<file path="config.mk">
export PLATFORM = sky130hd
export DESIGN_NAME = lpc_sync_mon
export DESIGN_NICKNAME = d
export VERILOG_FILES = /design/src/rtl/lpc_sync_pkg.sv /design/src/rtl/lpc_rst_sync.sv /design/src/rtl/lpc_sync_classify.sv /design/src/rtl/lpc_sync_wait_ctr.sv /design/src/rtl/lpc_sync_mon.sv
export SDC_FILE = /design/constraint.sdc
export NUM_CORES = 1
export LEC_CHECK = 0
export ABC_AREA = 1
export ABC_CLOCK_PERIOD_IN_PS = 1000
export BUFFER_PORTS_ARGS = -buffer_cell sky130_fd_sc_hd__clkbuf_2
export CAP_MARGIN = 20
export CELL_PAD_IN_SITES_DETAIL_PLACEMENT = 1
export CELL_PAD_IN_SITES_GLOBAL_PLACEMENT = 2
export CORE_ASPECT_RATIO = 0.5
export CORE_MARGIN = 8
export CORE_UTILIZATION = 25
export DETAILED_ROUTE_END_ITERATION = 12
export PLACE_DENSITY = 0.65
export SLEW_MARGIN = 40
export SYNTH_ARGS = -nofsm -noshare
export SYNTH_HDL_FRONTEND = slang
export SYNTH_HIERARCHICAL = 1
export SYNTH_SLANG_ARGS = --single-unit
export TNS_END_PERCENT = 10
</file>
<file path="constraint.sdc">
create_clock -name clk -period 1 [get_ports clk]
set_input_delay 0.3 -clock clk [delete_from_list [all_inputs] [get_ports clk]]
set_output_delay 0.3 -clock clk [all_outputs]
set_load 0.02 [all_outputs]
</file>
<file path="src/rtl/lpc_sync_pkg.sv">
package lpc_sync_pkg;
  localparam logic [3:0] CODE_READY = 4'b0000;
  localparam logic [3:0] CODE_SHORT = 4'b0101;
  localparam logic [3:0] CODE_LONG  = 4'b0110;
  localparam logic [3:0] CODE_ERROR = 4'b1010;

  typedef enum logic [2:0] {
    SK_READY, SK_SHORT, SK_LONG, SK_ERROR, SK_NONE
  } sync_kind_e;

  typedef enum logic [1:0] {
    ST_IDLE, ST_SYNC, ST_DLO, ST_DHI
  } mon_state_e;
endpackage

</file>
<file path="src/rtl/lpc_rst_sync.sv">
module lpc_rst_sync #(
  parameter int STAGES = 2
) (
  input  logic clk,
  input  logic rst_n,
  output logic rst_n_sync
);
  logic [STAGES-1:0] chain_q;

  always_ff @(posedge clk or negedge rst_n) begin
    if (!rst_n) chain_q <= '0;
    else        chain_q <= {chain_q[STAGES-2:0], 1'b1};
  end

  assign rst_n_sync = chain_q[STAGES-1];
endmodule

</file>
<file path="src/rtl/lpc_sync_classify.sv">
module lpc_sync_classify
  import lpc_sync_pkg::*;
(
  input  logic [3:0]  nib,
  output sync_kind_e  kind
);
  always_comb begin
    unique case (nib)
      CODE_READY: kind = SK_READY;
      CODE_SHORT: kind = SK_SHORT;
      CODE_LONG:  kind = SK_LONG;
      CODE_ERROR: kind = SK_ERROR;
      default:    kind = SK_NONE;
    endcase
  end
endmodule

</file>
<file path="src/rtl/lpc_sync_wait_ctr.sv">
module lpc_sync_wait_ctr
  import lpc_sync_pkg::*;
#(
  parameter int SHORT_MAX    = 8,
  parameter int NOSYNC_LIMIT = 3
) (
  input  logic       clk,
  input  logic       rst_n,
  input  logic       clr,
  input  logic       active,
  input  sync_kind_e kind,
  output logic       short_over,
  output logic       nosync_hit
);
  localparam int SW = $clog2(SHORT_MAX + 1);
  localparam int NW = (NOSYNC_LIMIT > 2) ? $clog2(NOSYNC_LIMIT) : 1;
  localparam logic [SW-1:0] SHORT_TOP  = SW'(SHORT_MAX);
  localparam logic [NW-1:0] NOSYNC_TOP = NW'(NOSYNC_LIMIT - 1);

  logic [SW-1:0] short_q, short_d;
  logic [NW-1:0] nosync_q, nosync_d;

  assign short_over = active && (kind == SK_SHORT) && (short_q == SHORT_TOP);
  assign nosync_hit = active && (kind == SK_NONE) && (nosync_q == NOSYNC_TOP);

  always_comb begin
    short_d  = short_q;
    nosync_d = nosync_q;
    if (clr) begin
      short_d  = '0;
      nosync_d = '0;
    end else if (active) begin
      if (kind == SK_SHORT && !short_over) short_d = short_q + 1'b1;
      if (kind == SK_NONE) begin
        if (!nosync_hit) nosync_d = nosync_q + 1'b1;
      end else begin
        nosync_d = '0;
      end
    end
  end

  always_ff @(posedge clk or negedge rst_n) begin
    if (!rst_n) begin
      short_q  <= '0;
      nosync_q <= '0;
    end else begin
      short_q  <= short_d;
      nosync_q <= nosync_d;
    end
  end

  a_r4_short_bound: assert property (@(posedge clk) disable iff (!rst_n)
    short_q <= SHORT_TOP);
  a_r6_nosync_run: assert property (@(posedge clk) disable iff (!rst_n)
    nosync_hit |-> $past(active && kind == SK_NONE));
endmodule

</file>
<file path="src/rtl/lpc_sync_mon.sv">
module lpc_sync_mon
  import lpc_sync_pkg::*;
#(
  parameter int MAX_BYTES    = 4,
  parameter int SHORT_MAX    = 8,
  parameter int NOSYNC_LIMIT = 3,
  parameter int RST_STAGES   = 2
) (
  input  logic       clk,
  input  logic       rst_n,
  input  logic       start_i,
  input  logic       is_read_i,
  input  logic [1:0] nbytes_i,
  input  logic [3:0] lad_i,
  output logic       done_o,
  output logic       abort_o,
  output logic       err_o,
  output logic       byte_done_o,
  output logic [7:0] rdata_o
);
  localparam int CW = (MAX_BYTES > 1) ? $clog2(MAX_BYTES) : 1;

  logic       rst_ns;
  sync_kind_e kind;
  logic       short_over, nosync_hit, ctr_clr, in_sync;

  mon_state_e    state_q, state_d;
  logic [CW-1:0] left_q, left_d;
  logic          rd_q, rd_d, err_q, err_d;
  logic [7:0]    rdata_q, rdata_d;
  logic          done_q, done_d, abort_q, abort_d, byte_q, byte_d;

  lpc_rst_sync #(.STAGES(RST_STAGES)) u_rst (
    .clk(clk), .rst_n(rst_n), .rst_n_sync(rst_ns)
  );

  lpc_sync_classify u_cls (.nib(lad_i), .kind(kind));

  assign in_sync = (state_q == ST_SYNC);
  assign ctr_clr = !in_sync || (kind == SK_READY);

  lpc_sync_wait_ctr #(.SHORT_MAX(SHORT_MAX), .NOSYNC_LIMIT(NOSYNC_LIMIT)) u_wait (
    .clk(clk), .rst_n(rst_ns), .clr(ctr_clr), .active(in_sync), .kind(kind),
    .short_over(short_over), .nosync_hit(nosync_hit)
  );

  always_comb begin
    state_d = state_q;
    left_d  = left_q;
    rd_d    = rd_q;
    err_d   = err_q;
    rdata_d = rdata_q;
    done_d  = 1'b0;
    abort_d = 1'b0;
    byte_d  = 1'b0;
    unique case (state_q)
      ST_IDLE: begin
        if (start_i) begin
          state_d = ST_SYNC;
          rd_d    = is_read_i;
          left_d  = CW'(nbytes_i);
          err_d   = 1'b0;
        end
      end
      ST_SYNC: begin
        if (nosync_hit || short_over) begin
          abort_d = 1'b1;
          state_d = ST_IDLE;
        end else if (kind == SK_READY) begin
          if (rd_q) begin
            state_d = ST_DLO;
          end else begin
            byte_d = 1'b1;
            if (left_q == '0) begin
              done_d  = 1'b1;
              state_d = ST_IDLE;
            end else begin
              left_d = left_q - 1'b1;
            end
          end
        end else if (kind == SK_ERROR) begin
          err_d = 1'b1;
          if (rd_q) begin
            state_d = ST_DLO;
          end else begin
            byte_d  = 1'b1;
            done_d  = 1'b1;
            state_d = ST_IDLE;
          end
        end
      end
      ST_DLO: begin
        rdata_d[3:0] = lad_i;
        state_d      = ST_DHI;
      end
      ST_DHI: begin
        rdata_d[7:4] = lad_i;
        byte_d       = 1'b1;
        if (err_q || left_q == '0) begin
          done_d  = 1'b1;
          state_d = ST_IDLE;
        end else begin
          left_d  = left_q - 1'b1;
          state_d = ST_SYNC;
        end
      end
      default: state_d = ST_IDLE;
    endcase
  end

  always_ff @(posedge clk or negedge rst_ns) begin
    if (!rst_ns) begin
      state_q <= ST_IDLE;
      left_q  <= '0;
      rd_q    <= 1'b0;
      err_q   <= 1'b0;
      rdata_q <= '0;
      done_q  <= 1'b0;
      abort_q <= 1'b0;
      byte_q  <= 1'b0;
    end else begin
      state_q <= state_d;
      left_q  <= left_d;
      rd_q    <= rd_d;
      err_q   <= err_d;
      rdata_q <= rdata_d;
      done_q  <= done_d;
      abort_q <= abort_d;
      byte_q  <= byte_d;
    end
  end

  assign done_o      = done_q;
  assign abort_o     = abort_q;
  assign err_o       = err_q;
  assign byte_done_o = byte_q;
  assign rdata_o     = rdata_q;

  a_r10_pulse_excl: assert property (@(posedge clk) disable iff (!rst_ns)
    !(done_q && abort_q));
  a_r10_done_single: assert property (@(posedge clk) disable iff (!rst_ns)
    done_q |=> !done_q);
  a_r2_done_idle: assert property (@(posedge clk) disable iff (!rst_ns)
    (done_q || abort_q) |-> state_q == ST_IDLE);
  a_r3_rdata_hold: assert property (@(posedge clk) disable iff (!rst_ns)
    ($past(state_q) != ST_DLO && $past(state_q) != ST_DHI) |-> $stable(rdata_q));
  a_r7_err_source: assert property (@(posedge clk) disable iff (!rst_ns)
    $rose(err_q) |-> $past(kind == SK_ERROR));
  a_r9_stop_after_err: assert property (@(posedge clk) disable iff (!rst_ns)
    err_q |-> state_q != ST_SYNC);
  a_r1_idle_quiet: assert property (@(posedge clk) disable iff (!rst_ns)
    (state_q == ST_IDLE && $past(state_q) == ST_IDLE) |-> !byte_q);
endmodule

</file>
Word level (Yosys, flattened, before mapping)

Cells that the tools add are included.

Output and inout port bits: 12
Register bits: 25
Bits of input ports: 10
Logic and storage cells: 103

Multiplexer cells: 42
$add $sub $neg: 3
Reductions and logical operators: 24
Eq/ne operators: 22

Operators with widths:

| kind                                                  | number |
|---|---|
| 2-to-1 mux 2 bit                                      | 17 |
| 2-to-1 mux 1 bit                                      | 16 |
| 2-to-1 mux 4 bit                                      | 3 |
| inequality test 2 bit, second input constant          | 6 |
| one-hot mux 3 bit (4 select lines)                    | 1 |
| == test 4 x 3 -> 1 bit, second input constant         | 2 |
| == test 4 bit, second input constant                  | 2 |
| one-hot mux 2 bit (4 select lines)                    | 1 |
| AND reduction 7 bit                                   | 1 |
| == test 2 bit, second input constant                  | 3 |
| one-hot mux 1 bit (2 select lines)                    | 3 |
| one-hot mux 2 bit (3 select lines)                    | 1 |
| AND reduction 2 bit                                   | 3 |
| nonzero test 2 bit                                    | 3 |
| logical AND 1 bit                                     | 5 |
| inequality test 5 x 4 -> 1 bit, second input constant | 1 |
| AND reduction 5 bit                                   | 1 |
| adder 4 x 1 -> 4 bit, second input constant           | 1 |
| zero test 2 bit                                       | 2 |
| zero test 4 bit                                       | 1 |
| inequality test 2 x 1 -> 1 bit, second input constant | 2 |
| inequality test 4 x 1 -> 1 bit, second input constant | 1 |
| == test 3 x 1 -> 1 bit, second input constant         | 1 |
| == test 3 x 2 -> 1 bit, second input constant         | 1 |
| other kinds (10)                                      | 13 |

Longest topological paths before layout

Gate-level depths: netlist of run 1.

Depth after elaboration: 10
Depth in mapped cells: 14
Mapped depth without buffers: 14

By module

The synthesis of run 1 kept the hierarchy.

By module, submodules not included:

| module            | cells an instance | seq. area each (um2) | area an instance (um2) | instances |
|---|---|---|---|---|
| lpc_sync_mon      | 99                | 425.4                | 822.0                  | 1 |
| lpc_sync_wait_ctr | 58                | 150.1                | 402.9                  | 1 |
| lpc_sync_classify | 18                | 0.0                  | 77.6                   | 1 |
| lpc_rst_sync      | 3                 | 50.0                 | 53.8                   | 1 |

Least setup slack after synthesis of run 1

Ideal clock, no wire load.

Kind: input -> register
Start: in lad_i[1]
End: reg left_q[0]
Library setup time: 0.116 ns
Arrival: 1.516 ns
Path buffers: 0
Required time: 0.884 ns
Setup slack: -0.633 ns
Stages on the path: 14
Cell sequence: inv_1 -> nor2_2 -> nand2_1 -> nand2_2 -> nor2_2 -> nor2_1 -> nand3_1 -> nor2_1 -> nor2_1 -> nor2_1 -> nor3_2 -> nand2_2 -> nand2_1 -> nand2_1

Word-level cells in the longest chain between the ends: 8
Elaborated cells on any way between the ends: 16
Those cells by class: eq/ne (7); mux (1); reduce/logical (8)

Ends and longest elaborated chain:

| element                                     | RTL line                | RTL |
|---|---|---|
| from (decl)                                 | lpc_sync_mon.sv:14      | `input logic [3:0] lad_i,` |
| == test 4 bit, or another cell as far along | lpc_sync_classify.sv:8  | `unique case (nib)` |
| one-hot mux 3 bit (4 select lines) (*)      | lpc_sync_classify.sv:8  |  |
| via kind[1]                                 | lpc_sync_mon.sv:24      | `sync_kind_e kind;` |
| == test 3 x 1 -> 1 bit (*)                  | lpc_sync_wait_ctr.sv:23 | `assign short_over = active && (kind == SK_SHORT) && (short_q == SHORT_TOP);` |
| logical AND 1 bit (*) (2 in series)         | lpc_sync_wait_ctr.sv:23 |  |
| via short_over                              | lpc_sync_mon.sv:25      | `logic short_over, nosync_hit, ctr_clr, in_sync;` |
| logical OR 1 bit (*)                        | lpc_sync_mon.sv:66      | `if (nosync_hit \|\| short_over) begin` |
| inequality test 2 bit (no line) (*)         | --                      |  |
| AND reduction 7 bit (no line) (*)           | --                      |  |
| to (signal assigned)                        | lpc_sync_mon.sv:123     | `left_q <= left_d;` |
| to (decl)                                   | lpc_sync_mon.sv:28      | `logic [CW-1:0] left_q, left_d;` |

Mark *: on every way through the listed nets, which the timed path passes. The rest lies on a longest branch.
A chain may end at the register's enable or synchronous reset.

==> impl_metrics.env, run 1 <==
export IMPL_detailedRoute_firstPassIterationCount=4
export IMPL_placementRows=19
export IMPL_hpwl_mm=2.98
export IMPL_placer_s_final_routability_congestion_estimate=0.748
export IMPL_clock_pin_slew_on_the_worst_setup_and_hold_paths_ns=0.10
export IMPL_final_max_slew_violation_count=0
export IMPL_grt_max_degree=24
export IMPL_antenna_diode_count=0
export IMPL_drt_initial_drc_count=57
export IMPL_die_area_um2=8180
export IMPL_netlist_instances=178
export IMPL_initial_utilization_pct=25.4
export IMPL_synth_top_area_share_pct=46.1
export IMPL_antenna_found_initial=0
export IMPL_global_route_wire_length_before_repair_mm=6.99
export IMPL_ys_seq_elements=25
export IMPL_port_buf_inserts=21
export IMPL_synthesis_area_um2=1360
export IMPL_vdd_ir_drop_worst_mv=0.930
export IMPL_synth_top_cell_by_area="sky130_fd_sc_hd__dfrtp_1"
export IMPL_syn_area_cell_um2=7.62
export IMPL_core_area_um2=5350
export IMPL_path_max_fanout=6
export IMPL_layout_core_utilization_pct=40.8
export IMPL_worstSetupStartpointType="flop"
export IMPL_commonest_cells_after_routing_fill_and_taps_aside="sky130_fd_sc_hd__buf_4, sky130_fd_sc_hd__nand2_1, sky130_fd_sc_hd__dfrtp_1, sky130_fd_sc_hd__inv_1, sky130_fd_sc_hd__nand3_1"
export IMPL_worst_skew_pair_late_latency_ns=0.27
export IMPL_seq_area_frac_synth_pct=46.1
export IMPL_setup_viol=35
export IMPL_grt_overflow_total=0
export IMPL_setup_worst_path_class="flop to flop"
export IMPL_netlist_cell_type_count=21
export IMPL_number_of_buffers_created_by_cts=3
export IMPL_status="complete, but fails checks"
export IMPL_detail_route_wirelength_mm=4.04
export IMPL_synth_nets=192
export IMPL_grt_setup_unrepaired="true"
export IMPL_vias=1349
export IMPL_layout_commonest_cell="sky130_fd_sc_hd__buf_4"
export IMPL_highest_clock_rate_mhz=653
export IMPL_dp_cells=307
export IMPL_drc=0
export IMPL_floorplan_die_height_um=68.1
export IMPL_drive_gt1_share_pct=50.6
export IMPL_cts_path_max_buffers=2
export IMPL_finalWorstPathRequiredPeriod_ns=1.53
export IMPL_cap_viol_max_count=0
export IMPL_post_layout_nonfiller_instances=324
export IMPL_worstPathArrival_ns=1.75
export IMPL_i_o_pin_cnt=22
export IMPL_via_per_inst=4.16
export IMPL_p_leak_nw=1.15
export IMPL_timing_critical_path_required_ns=1.22
export IMPL_net_total_in_the_final_layout=266
export IMPL_postLayoutSetupSlackWorst_ns=-0.531
export IMPL_failing_checks="setup timing"
export IMPL_totalNegativeSetupSlack_ns=-8.06
export IMPL_fin_total_pwr_mw=4.92
export IMPL_clock_sink_count=25
export IMPL_grt_pass1_vias=1474
export IMPL_hold_class="flop to async pin"
export IMPL_yosysWarningCount=6
export IMPL_ys_top_cells_by_area="sky130_fd_sc_hd__dfrtp_1, sky130_fd_sc_hd__nand2_1, sky130_fd_sc_hd__nand3_1"
export IMPL_finalClockSkew_ns=0.00282
export IMPL_area_added_between_synthesis_and_finish_pct=60.8
export IMPL_floorplan_die_width_um=120
export IMPL_placement_setup_worst_slack_ns=-0.840
export IMPL_power_per_cell_area_nw_per_um2=2260
export IMPL_end_kind="flop"
export IMPL_final_hold_viol_count=0
export IMPL_timing_reg2reg_worst_path_depth=13
export IMPL_final_period_utilization_pct=153
export IMPL_tritoncts="done"
export IMPL_clock_root_buffer="sky130_fd_sc_hd__clkbuf_8"
export IMPL_wl_per_cell_um=12.5
export IMPL_drt_antenna_violating_nets=0
export IMPL_htreeDepth=1
export IMPL_grt_total_usage_pct=10.8
per-layer routing:
metal,GRT usage (%),vias up,wire length [um]
li1,-,703,-
met1,12.9,631,1920
met2,19.4,13,1970
met3,2.80,2,113
met4,3.24,0,42
met5,0,-,0
cells by family after synthesis:
kind of cell,Yosys count,synth area share (%)
AO/OA/AOI/OAI,18,7.01
flip-flops,25,46.1
XOR/XNOR,1,0.646
buffers and inverters,29,8.30
AND/OR/NAND/NOR,100,33.9
adder cells (fa/ha/maj),4,3.69
other,1,0.276
per-stage QoR:
stage,area (um2),hold slack [ns]
3_3_place_gp,1850,0.0853
3_5_place_dp,1850,0.0947
6_report,2180,0.232
2_1_floorplan,1390,0.00441
5_1_grt,2180,0.289
4_1_cts,2060,0.247
path summary, 6_finish.rpt:
kind	startpoint	to	slack, ns
max	state_q[0]	flop	-0.53
min	u_rst/chain_q[1]	u_wait/short_q[1]	0.23
max reg2reg	state_q[0]	flop	-0.53
min reg2reg	u_rst/chain_q[1]	u_wait/short_q[1]	0.23
max in group asynchronous	u_rst/chain_q[1]	left_q[1]	0.53
min in group clk	is_read_i	rd_q	0.28
flip-flops by register name (all words and copies together), names as in the netlist, named ones only:
register and count:
abort_o 1, byte_done_o 1, done_o 1, err_o 1, left_q 2, rd_q 1, rdata_o 8, state_q 1
u_rst/chain_q 2, u_wait/nosync_q 2, u_wait/short_q 4
synthesized netlist by cell type (all sizes together):
master and count:
xor2 1, o21ai 11, conb 1, inv 28, nand2 45, buf 1
nor2 28, dfrtp 25, or2 1, o211ai 1, o21a 1, nand3 20
ha 4, nor3 4, nand4 2, a21oi 5
power breakdown:
group	total (mW)	leakage, nW	switching [mW]	internal [mW]
logic	2.79	0.814	1.55	1.24
registers	1.49	0.319	0.161	1.32
clock network	0.640	0.0217	0.357	0.283
total	4.92	1.15	2.07	2.85
layout make-up:
class                           count  area, um2
Fill cell                         659       3170
Timing Repair Buffer               70        527
Sequential cell                    25        626
Inverter                           28        115
Clock buffer                        3       41.3
Clock inverter                      1       7.51
Tap cell                           73       91.3
Multi-Input combinational cell    124        773
worst max-delay path: stages, from the launching register on:
cell and delay [ns]:
sky130_fd_sc_hd__dfrtp_1 0.39, sky130_fd_sc_hd__inv_2 0.07, sky130_fd_sc_hd__nor2_4 0.20, sky130_fd_sc_hd__nand2_1 0.09, sky130_fd_sc_hd__inv_2 0.06, sky130_fd_sc_hd__nand3_2 0.07
sky130_fd_sc_hd__inv_2 0.08, sky130_fd_sc_hd__nor2_4 0.05, sky130_fd_sc_hd__buf_4 0.13, sky130_fd_sc_hd__nand3_2 0.06, sky130_fd_sc_hd__nor2_2 0.04, sky130_fd_sc_hd__nor2_1 0.08
sky130_fd_sc_hd__nand4_1 0.09, sky130_fd_sc_hd__nand2_1 0.07
repair_timing:
action / CTS / global route
setup endpoints to repair: 35 / 35
resized for setup: 35 / 37
cloned: 0 / 0
buffers inserted: 7 / 5
hold buffers: 1 / 0
pin swaps: 13 / 18
endpoints found under the hold margin: 2 / 0
No activity file was read; power rests on OpenSTA's default activity.
==> inputs of run 2 (changes only) <==
- CORE_UTILIZATION: 25 -> 31
- PLACE_DENSITY: 0.65 -> 0.78
==> run 2 against run 1 <==
  * The flow still finishes with violations (setup timing)
  * Count of clock-buffer cells in the layout unchanged
  * Global-route usage up 0.90 points
  * Clock skew up 0.0012 ns
  * Cell count is 6.8% lower
  * Flip-flop and latch count unchanged
==> impl_metrics.env, run 2 (same netlist as run 1, synthesis figures left out) <==
export IMPL_vdd_ir_drop_worst_mv=0.676
export IMPL_timing_critical_path_required_ns=1.18
export IMPL_drt_antenna_violating_nets=0
export IMPL_largest_register_ffs=8
export IMPL_drt_met1_wl_mm=1.76
export IMPL_grt_pass1_vias=1468
export IMPL_clock_pin_slew_on_the_worst_setup_and_hold_paths_ns=0.10
export IMPL_grt_setup_unrepaired="true"
export IMPL_htreeDepth=1
export IMPL_floorplan_die_height_um=62.8
export IMPL_worst_skew_pair_late_latency_ns=0.27
export IMPL_area_added_between_synthesis_and_finish_pct=55.0
export IMPL_cap_viol_max_count=0
export IMPL_global_route_wire_length_before_repair_mm=6.64
export IMPL_die_area_um2=6880
export IMPL_cts_path_max_buffers=2
export IMPL_drive_gt1_share_pct=47.3
export IMPL_layout_commonest_cell="sky130_fd_sc_hd__buf_4"
export IMPL_setup_viol=31
export IMPL_path_max_fanout=4
export IMPL_finalWorstPathRequiredPeriod_ns=1.45
export IMPL_wl_per_cell_um=12.5
export IMPL_dr_wl_met2_mm=1.88
export IMPL_vias=1338
export IMPL_via_per_inst=4.43
export IMPL_finalClockSkew_ns=0.00398
export IMPL_top_layer="met4"
export IMPL_number_of_buffers_created_by_cts=3
export IMPL_hold_class="flop to async pin"
export IMPL_placer_s_final_routability_congestion_estimate=0.723
export IMPL_worstPathArrival_ns=1.63
export IMPL_highest_clock_rate_mhz=688
export IMPL_placement_setup_worst_slack_ns=-0.902
export IMPL_final_period_utilization_pct=145
export IMPL_clock_root_buffer="sky130_fd_sc_hd__clkbuf_8"
export IMPL_power_per_cell_area_nw_per_um2=2290
export IMPL_final_hold_viol_count=0
export IMPL_detail_route_wirelength_mm=3.78
export IMPL_fin_total_pwr_mw=4.81
export IMPL_port_buf_inserts=21
export IMPL_grt_overflow_total=0
export IMPL_core_area_um2=4300
export IMPL_tritoncts="done"
export IMPL_hpwl_mm=2.87
export IMPL_commonest_cells_after_routing_fill_and_taps_aside="sky130_fd_sc_hd__buf_4, sky130_fd_sc_hd__nand2_1, sky130_fd_sc_hd__dfrtp_1, sky130_fd_sc_hd__inv_1"
export IMPL_placementRows=17
export IMPL_net_total_in_the_final_layout=260
export IMPL_drt_initial_drc_count=21
export IMPL_met3_length_um=120
export IMPL_postLayoutSetupSlackWorst_ns=-0.454
export IMPL_i_o_pin_cnt=22
export IMPL_detailedRoute_firstPassIterationCount=4
export IMPL_clock_sink_count=25
export IMPL_floorplan_die_width_um=110
export IMPL_grt_total_usage_pct=11.7
export IMPL_grt_max_degree=24
export IMPL_setup_worst_path_class="input pin to flop"
export IMPL_worstSetupStartpointType="input pin"
export IMPL_drc=0
export IMPL_p_leak_nw=1.13
export IMPL_antenna_diode_count=0
export IMPL_final_max_slew_violation_count=0
export IMPL_initial_utilization_pct=31.6
export IMPL_antenna_found_initial=0
export IMPL_failing_checks="setup timing"
export IMPL_status="complete, but fails checks"
export IMPL_end_kind="flop"
-- run 2: per-layer routing --
metal | global-route usage (%) | vias to the layer above
met5 | 0 | -
met4 | 2.00 | 0
met3 | 2.78 | 2
met2 | 20.6 | 14
met1 | 14.2 | 631
li1 | - | 691
-- run 2: through the flow --
stage	hold WS [ns]	instance area (um2)	util [%]	std cells	TNS [ns]
4_1_cts	0.249	2040	47.5	301	-7.61
2_1_floorplan	0.00441	1390	-	178	-5.45
3_3_place_gp	0.0849	1850	43.0	293	-10.24
3_5_place_dp	0.0876	1850	43.0	293	-11.53
5_1_grt	0.262	2100	48.9	302	-10.24
6_report	0.235	2100	48.9	302	-7.61
-- run 2: worst paths after layout --
kind                                        start   endpoint  slack, ns  cells past startpoint
worst max register to register  u_wait/short_q[1]  left_q[1]      -0.45                     12
min in group clk                        is_read_i       rd_q       0.28                      3
worst min-delay path             u_rst/chain_q[1]    abort_o       0.23                      1
max in group asynchronous        u_rst/chain_q[1]      err_o       0.53                      1
worst max-delay path                     lad_i[3]  left_q[0]      -0.45                     13
worst min register to register   u_rst/chain_q[1]    abort_o       0.23                      1
-- run 2: area by class of cell --
cell class	count	area [um2]
well taps	57	71.3
clock buffers	3	41.3
flip-flops and latches	25	626
multi-input cells	124	769
repair buffers	64	474
inverters	28	113
clock inverters	1	7.51
fillers	550	2190
-- run 2: power by group --
part,internal (mW),total [mW],switching (mW)
Combinational,1.16,2.70,1.54
Clock,0.283,0.633,0.350
Sequential,1.32,1.48,0.153
Total,2.77,4.81,2.05
-- run 2: critical path, stage by stage --
cell	delay, ns
sky130_fd_sc_hd__clkbuf_2	0.13
sky130_fd_sc_hd__nor2_2	0.16
sky130_fd_sc_hd__nand2_1	0.11
sky130_fd_sc_hd__nand2_2	0.10
sky130_fd_sc_hd__nor2_4	0.05
sky130_fd_sc_hd__nor2_1	0.12
sky130_fd_sc_hd__nand3_2	0.13
sky130_fd_sc_hd__nor2_4	0.12
sky130_fd_sc_hd__nor2_4	0.05
sky130_fd_sc_hd__nor2_4	0.14
sky130_fd_sc_hd__nor3_4	0.06
sky130_fd_sc_hd__nand3_1	0.09
sky130_fd_sc_hd__nand2_1	0.05
-- run 2: repair_timing --
action                                  CTS  global route
hold buffers                              1             0
hold endpoints to repair                  2             0
pin swaps                                14             8
gates resized for setup                  38            26
buffers inserted                          3             1
endpoints found under the setup margin   35            35
